## config.mk

```make
export PLATFORM = sky130hd
export DESIGN_NAME = tri_pwm_dbuf
export DESIGN_NICKNAME = d
export VERILOG_FILES = /design/src/rtl/tpwm_pkg.sv /design/src/rtl/tpwm_regs.sv /design/src/rtl/tpwm_counter.sv /design/src/rtl/tpwm_compare.sv /design/src/rtl/tri_pwm_dbuf.sv
export SDC_FILE = /design/constraint.sdc
export NUM_CORES = 1
export LEC_CHECK = 0
export BUFFER_PORTS_ARGS = -buffer_cell sky130_fd_sc_hd__buf_2
export CORE_MARGIN = 1
export CORE_UTILIZATION = 55
export CTS_CLUSTER_DIAMETER = 120
export CTS_CLUSTER_SIZE = 14
export DETAILED_ROUTE_END_ITERATION = 16
export PLACE_DENSITY = 0.81
export SLEW_MARGIN = 30
export SYNTH_ARGS = -nofsm -noshare
export SYNTH_HDL_FRONTEND = slang
export SYNTH_SLANG_ARGS = --single-unit
```

## constraint.sdc

```tcl
create_clock -name clk -period 5.9 [get_ports clk]
set_clock_uncertainty 0.05 [all_clocks]
set_input_delay 0.59 -clock clk [delete_from_list [all_inputs] [get_ports clk]]
set_output_delay 0.59 -clock clk [all_outputs]
set_load 0.01 [all_outputs]
```

## src/rtl/tpwm_pkg.sv

```systemverilog
package tpwm_pkg;

    typedef enum logic [1:0] {
        ST_IDLE = 2'd0,
        ST_UP   = 2'd1,
        ST_DOWN = 2'd2
    } tri_state_e;

    localparam int ADDR_W = 2;

    localparam logic [ADDR_W-1:0] ADR_PERIOD = 2'd0;
    localparam logic [ADDR_W-1:0] ADR_BUF_A  = 2'd1;
    localparam logic [ADDR_W-1:0] ADR_BUF_B  = 2'd2;
    localparam logic [ADDR_W-1:0] ADR_CTRL   = 2'd3;

    localparam int CTRL_W       = 4;
    localparam int CB_RUN       = 0;
    localparam int CB_DOUBLE    = 1;
    localparam int CB_TRG_CREST = 2;
    localparam int CB_TRG_TROUGH = 3;

    localparam int N_TRIG = 2;
    localparam int TRIG_CREST  = 0;
    localparam int TRIG_TROUGH = 1;

endpackage

```

## src/rtl/tpwm_regs.sv

```systemverilog
module tpwm_regs
    import tpwm_pkg::*;
#(
    parameter int W = 16
) (
    input  logic                clk,
    input  logic                rst_n,
    input  logic                wr_en,
    input  logic [ADDR_W-1:0]   wr_addr,
    input  logic [W-1:0]        wr_data,
    output logic [W-1:0]        period_o,
    output logic [W-1:0]        tmp_a_o,
    output logic [W-1:0]        tmp_b_o,
    output logic [CTRL_W-1:0]   ctrl_o
);

    logic [W-1:0] stage_b_q;

    // Staging: buffer B waits; a write to buffer A commits both temporaries
    always_ff @(posedge clk or negedge rst_n) begin
        if (!rst_n) begin
            period_o  <= '0;
            stage_b_q <= '0;
            tmp_a_o   <= '0;
            tmp_b_o   <= '0;
            ctrl_o    <= '0;
        end else if (wr_en) begin
            unique case (wr_addr)
                ADR_PERIOD: period_o  <= wr_data;
                ADR_BUF_A: begin
                    tmp_a_o <= wr_data;
                    tmp_b_o <= stage_b_q;
                end
                ADR_BUF_B:  stage_b_q <= wr_data;
                ADR_CTRL:   ctrl_o    <= wr_data[CTRL_W-1:0];
                default:    ;
            endcase
        end
    end

endmodule

```

## src/rtl/tpwm_counter.sv

```systemverilog
module tpwm_counter
    import tpwm_pkg::*;
#(
    parameter int W = 16
) (
    input  logic         clk,
    input  logic         rst_n,
    input  logic         run_i,
    input  logic [W-1:0] period_i,
    output tri_state_e   state_o,
    output logic [W-1:0] cnt_o,
    output logic         crest_o,
    output logic         trough_o
);

    tri_state_e   state_d;
    logic [W-1:0] cnt_d;

    // Turn-point events seen from the registered count
    assign crest_o  = (state_o == ST_UP)   && (cnt_o >= period_i);
    assign trough_o = (state_o == ST_DOWN) && (cnt_o == '0);

    // State register
    always_ff @(posedge clk or negedge rst_n) begin
        if (!rst_n) begin
            state_o <= ST_IDLE;
            cnt_o   <= '0;
        end else begin
            state_o <= state_d;
            cnt_o   <= cnt_d;
        end
    end

    // Transitions: start, crest turn, trough turn, stop
    always_comb begin
        state_d = state_o;
        cnt_d   = cnt_o;
        unique case (state_o)
            ST_IDLE: begin
                cnt_d = '0;
                if (run_i) state_d = ST_UP;
            end
            ST_UP: begin
                if (!run_i) begin
                    state_d = ST_IDLE;
                    cnt_d   = '0;
                end else if (crest_o) begin
                    state_d = ST_DOWN;
                    cnt_d   = cnt_o - 1'b1;
                end else begin
                    cnt_d = cnt_o + 1'b1;
                end
            end
            ST_DOWN: begin
                if (!run_i) begin
                    state_d = ST_IDLE;
                    cnt_d   = '0;
                end else if (trough_o) begin
                    state_d = ST_UP;
                    cnt_d   = cnt_o + 1'b1;
                end else begin
                    cnt_d = cnt_o - 1'b1;
                end
            end
            default: begin
                state_d = ST_IDLE;
                cnt_d   = '0;
            end
        endcase
    end

endmodule

```

## src/rtl/tpwm_compare.sv

```systemverilog
module tpwm_compare #(
    parameter int W = 16
) (
    input  logic         clk,
    input  logic         rst_n,
    input  logic         crest_i,
    input  logic         trough_i,
    input  logic         double_i,
    input  logic [W-1:0] tmp_a_i,
    input  logic [W-1:0] tmp_b_i,
    output logic [W-1:0] cmp_o
);

    // Crest loads temporary A; trough loads B in double mode, else A
    always_ff @(posedge clk or negedge rst_n) begin
        if (!rst_n) begin
            cmp_o <= '0;
        end else if (crest_i) begin
            cmp_o <= tmp_a_i;
        end else if (trough_i) begin
            cmp_o <= double_i ? tmp_b_i : tmp_a_i;
        end
    end

endmodule

```

## src/rtl/tri_pwm_dbuf.sv

```systemverilog
module tri_pwm_dbuf
    import tpwm_pkg::*;
#(
    parameter int CNT_W = 16
) (
    input  logic                 clk,
    input  logic                 rst_n,
    input  logic                 wr_en,
    input  logic [ADDR_W-1:0]    wr_addr,
    input  logic [CNT_W-1:0]     wr_data,
    output logic                 pwm_p,
    output logic                 pwm_n,
    output logic                 adc_trig_crest,
    output logic                 adc_trig_trough
);

    logic [CNT_W-1:0]  period_q;
    logic [CNT_W-1:0]  tmp_a_q;
    logic [CNT_W-1:0]  tmp_b_q;
    logic [CTRL_W-1:0] ctrl_q;
    tri_state_e        state;
    logic [CNT_W-1:0]  cnt;
    logic              crest_evt;
    logic              trough_evt;
    logic [CNT_W-1:0]  cmp_q;
    logic [N_TRIG-1:0] trig_evt;
    logic [N_TRIG-1:0] trig_en;
    logic [N_TRIG-1:0] trig_q;

    tpwm_regs #(.W(CNT_W)) u_regs (
        .clk      (clk),
        .rst_n    (rst_n),
        .wr_en    (wr_en),
        .wr_addr  (wr_addr),
        .wr_data  (wr_data),
        .period_o (period_q),
        .tmp_a_o  (tmp_a_q),
        .tmp_b_o  (tmp_b_q),
        .ctrl_o   (ctrl_q)
    );

    tpwm_counter #(.W(CNT_W)) u_counter (
        .clk      (clk),
        .rst_n    (rst_n),
        .run_i    (ctrl_q[CB_RUN]),
        .period_i (period_q),
        .state_o  (state),
        .cnt_o    (cnt),
        .crest_o  (crest_evt),
        .trough_o (trough_evt)
    );

    tpwm_compare #(.W(CNT_W)) u_compare (
        .clk      (clk),
        .rst_n    (rst_n),
        .crest_i  (crest_evt),
        .trough_i (trough_evt),
        .double_i (ctrl_q[CB_DOUBLE]),
        .tmp_a_i  (tmp_a_q),
        .tmp_b_i  (tmp_b_q),
        .cmp_o    (cmp_q)
    );

    assign trig_evt[TRIG_CREST]  = crest_evt;
    assign trig_evt[TRIG_TROUGH] = trough_evt;
    assign trig_en[TRIG_CREST]   = ctrl_q[CB_TRG_CREST];
    assign trig_en[TRIG_TROUGH]  = ctrl_q[CB_TRG_TROUGH];

    // One registered pulse per enabled turn-point event
    for (genvar g = 0; g < N_TRIG; g++) begin : g_trig
        always_ff @(posedge clk or negedge rst_n) begin
            if (!rst_n) trig_q[g] <= 1'b0;
            else        trig_q[g] <= trig_evt[g] & trig_en[g];
        end
    end

    // Output process: complementary pair from count versus compare
    always_ff @(posedge clk or negedge rst_n) begin
        if (!rst_n) begin
            pwm_p <= 1'b0;
            pwm_n <= 1'b1;
        end else begin
            pwm_p <= (state != ST_IDLE) && (cnt >= cmp_q);
            pwm_n <= !((state != ST_IDLE) && (cnt >= cmp_q));
        end
    end

    assign adc_trig_crest  = trig_q[TRIG_CREST];
    assign adc_trig_trough = trig_q[TRIG_TROUGH];

endmodule

```

==> run summary <==
Hold Buf Count CTS: 0
TritonCTS clock tree: yes
CP Data Arrival Time: 3.73 ns
Area of the mapped netlist: 5670 um2
R2r worst-path depth: 9
Crit Path Max Fanout: 16
Port Buffers: 24
Syn nets: 586
Dominant cells by area after synthesis: dfrtp_1, mux2_2, ha_1
Routability cong.: 0.909
Total Power: 2.30 mW
GRT Residual Overflow: 0
GR Util All Layers: 0.227
ANT nets after route: 0
Static leakage: 2.81 nW
Inst Count DP: 663
Register area share after synthesis: 0.468
Final #Nets: 601
Asr flop ratio synth: 1.00
Wire length per cell: 16.4 um
Chip width: 104 um
Slew @ Worst Pin: 0.973 ns
Ports: 25
Worst setup SP type: register
Initial antenna violation count: 0
P per Cell Area: 376 nW/um2
Post-CTS setup buffers: 0
Post-Syn Instances: 526
Setup TNS: 0 ns
Clock root buffer: clkbuf_8
Vias/cell: 5.83
Core ar.: 9860 um2
Post-synth cell types: 57
# setup viols final: 0
Worst path slowest cell: o21a_1
Number of enable flip-flop cells after synthesis: 0
Maximum clock frequency: 281 MHz
Row count: 36
Min Hold Slack: 0.120 ns
Top cell type's share of synthesized area: 0.464
Worst setup EP type: register
Min cycle time layout: 3.56 ns
Via count: 3,956
Outcome: finished clean
CP max stage delay: 0.78 ns
Die Y: 104 um
Final WL: 11,200 um
Unrepaired setup endpoints after global routing: no
Critical path type: reg2reg
Die Area: 10,700 um2
Commonest cells post-synth: dfrtp_1, mux2_2, ha_1
Cell Chain, Critical Path: ha_1, a21o_1, a211oi_1, o21ai_1, a2111oi_2, buf_4, o21a_1, mux2i_1, a21oi_1
Seq cells post-synth: 106
Clock sink count: 106
Max-slew headroom: 0.351
Worst skew pair latency: 0.38 ns
Initial DRC Count: 259
Synth warnings: 0
Reg clk slew, reported paths: 0.10 ns
Peak VDD IR: 0.230 mV
Fraction of layout cells with a size suffix above 1: 0.203
DRC: 0
Post-CTS Resized: 0
Avg Cell Area, Syn: 10.8 um2
Ant. Diodes: 0
Pins Over Slew Limit: 0
Initial DRT Pass Iterations: 4
Period utilization: 0.603
Post-Place Worst Slack: 2.41 ns
Top_reg_cell synth: dfrtp_1
CP required: 6.08 ns
Worst Setup Slack, final: 2.34 ns
Syn-to-layout area delta: 7.79%
CTS Buf Count: 9
Final Non-Filler Cells: 679
Hold Violations, Final: 0
First-pass GRT wire length: 19,500 um
Vias in the first global route: 4,056
Post-DP HPWL: 8110 um
Initial core utilization: 0.574
CTS H-Tree Depth: 3
Largest net degree at the start of global routing: 67
CTS max path bufs: 2
Yosys top cell by area: dfrtp_1
Worst min path class: in2async
Most frequent cell after synthesis: dfrtp_1
Max Cap Viol: 0
[area by class of cell]
| type | instances | area (um2) |
|---|---|---|
| Clock buffer | 11 | 151 |
| Clock inverter | 5 | 68.8 |
| Fill cell | 754 | 3760 |
| Inverter | 38 | 143 |
| Multi-Input combinational cell | 358 | 2770 |
| Sequential cell | 106 | 2650 |
| Tap cell | 133 | 166 |
| Timing Repair Buffer | 28 | 153 |
[per-layer routing]
layer | GRT usage | share of wire | vias to the layer above | wire, um
li1 | - | - | 1903 | -
met1 | 0.303 | 0.46 | 1953 | 5140
met3 | 0.0264 | 0.030 | 19 | 338
met2 | 0.371 | 0.49 | 81 | 5430
met4 | 0.110 | 0.022 | 0 | 251
met5 | 0 | 0 | - | 0
[path summary, 6_finish.rpt]
| path | to | start | slack (ns) |
|---|---|---|---|
| min | u_counter.state_o[1]$_DFFE_PN0P_ | rst_n | 0.12 |
| min reg2reg | u_regs.tmp_b_o[7]$_DFFE_PN0P_ | u_regs.stage_b_q[7]$_DFFE_PN0P_ | 0.46 |
| max | u_compare.cmp_o[10]$_DFFE_PN0P_ | u_counter.cnt_o[6]$_DFF_PN0_ | 2.34 |
| max reg2reg | u_compare.cmp_o[10]$_DFFE_PN0P_ | u_counter.cnt_o[6]$_DFF_PN0_ | 2.34 |
| max in group asynchronous | u_regs.tmp_b_o[10]$_DFFE_PN0P_ | rst_n | 4.47 |
| min in group clk | u_regs.period_o[13]$_DFFE_PN0P_ | wr_data[13] | 0.40 |
[state kept, by name (all words and copies together), names as in the netlist]
name,count
u_regs.tmp_a_o,16
u_compare.cmp_o,16
u_regs.ctrl_o,4
u_regs.period_o,16
pwm_n,1
u_counter.state_o,2
adc_trig_crest,1
u_regs.tmp_b_o,16
pwm_p,1
u_counter.cnt_o,16
u_regs.stage_b_q,16
adc_trig_trough,1
[cells by family (layout without fill, tap and decap cells)]
| kind of cell | after synthesis | in the layout | share of synthesized area |
|---|---|---|---|
| AO/OA/AOI/OAI | 96 | 96 | 0.113 |
| XOR/XNOR | 13 | 13 | 0.0201 |
| adder cells (fa/ha/maj) | 39 | 39 | 0.0861 |
| buffers and inverters | 62 | 82 | 0.0466 |
| flip-flops | 106 | 106 | 0.468 |
| multiplexers | 75 | 75 | 0.144 |
| AND/OR/NAND/NOR | 135 | 135 | 0.122 |
[critical path, delay by kind of cell (launching register included)]
kind / cells / cell delay (ns)
AO/OA/AOI/OAI: 6 / 1.79
adder cells (fa/ha/maj): 1 / 0.34
buffers and inverters: 1 / 0.27
flip-flops: 1 / 0.66
multiplexers: 1 / 0.28
[placed cells by master (no fill, tap or decap), types with 6 or more instances in the layout]
cell type  Yosys  routed
o21ai_0       23      23
mux2_2        54      54
nand3_1       16      16
clkbuf_8       0      11
xor2_1         7       7
ha_1          39      39
mux2i_1       21      21
a21oi_1       26      26
inv_1         38      38
buf_2          4      23
nor3_1         8       8
nor2_1        35      35
nand2_1       34      34
nand2b_1       7       7
dfrtp_1      105     105
xnor2_1        6       6
[stage by stage]
stage                util  instance area, um2
detailed placement  0.597                5890
global placement    0.596                5880
CTS                 0.619                6110
floorplan               -                5670
finish              0.619                6110
global route        0.619                6110
[power by group]
| group | internal, mW | total, mW | switching (mW) | leakage (nW) |
|---|---|---|---|---|
| sequential | 0.887 | 0.989 | 0.102 | 1.33 |
| combinational | 0.358 | 0.823 | 0.465 | 1.36 |
| clock | 0.226 | 0.486 | 0.260 | 0.110 |
| total | 1.47 | 2.30 | 0.827 | 2.81 |
Power figures use the tool's default switching activity.
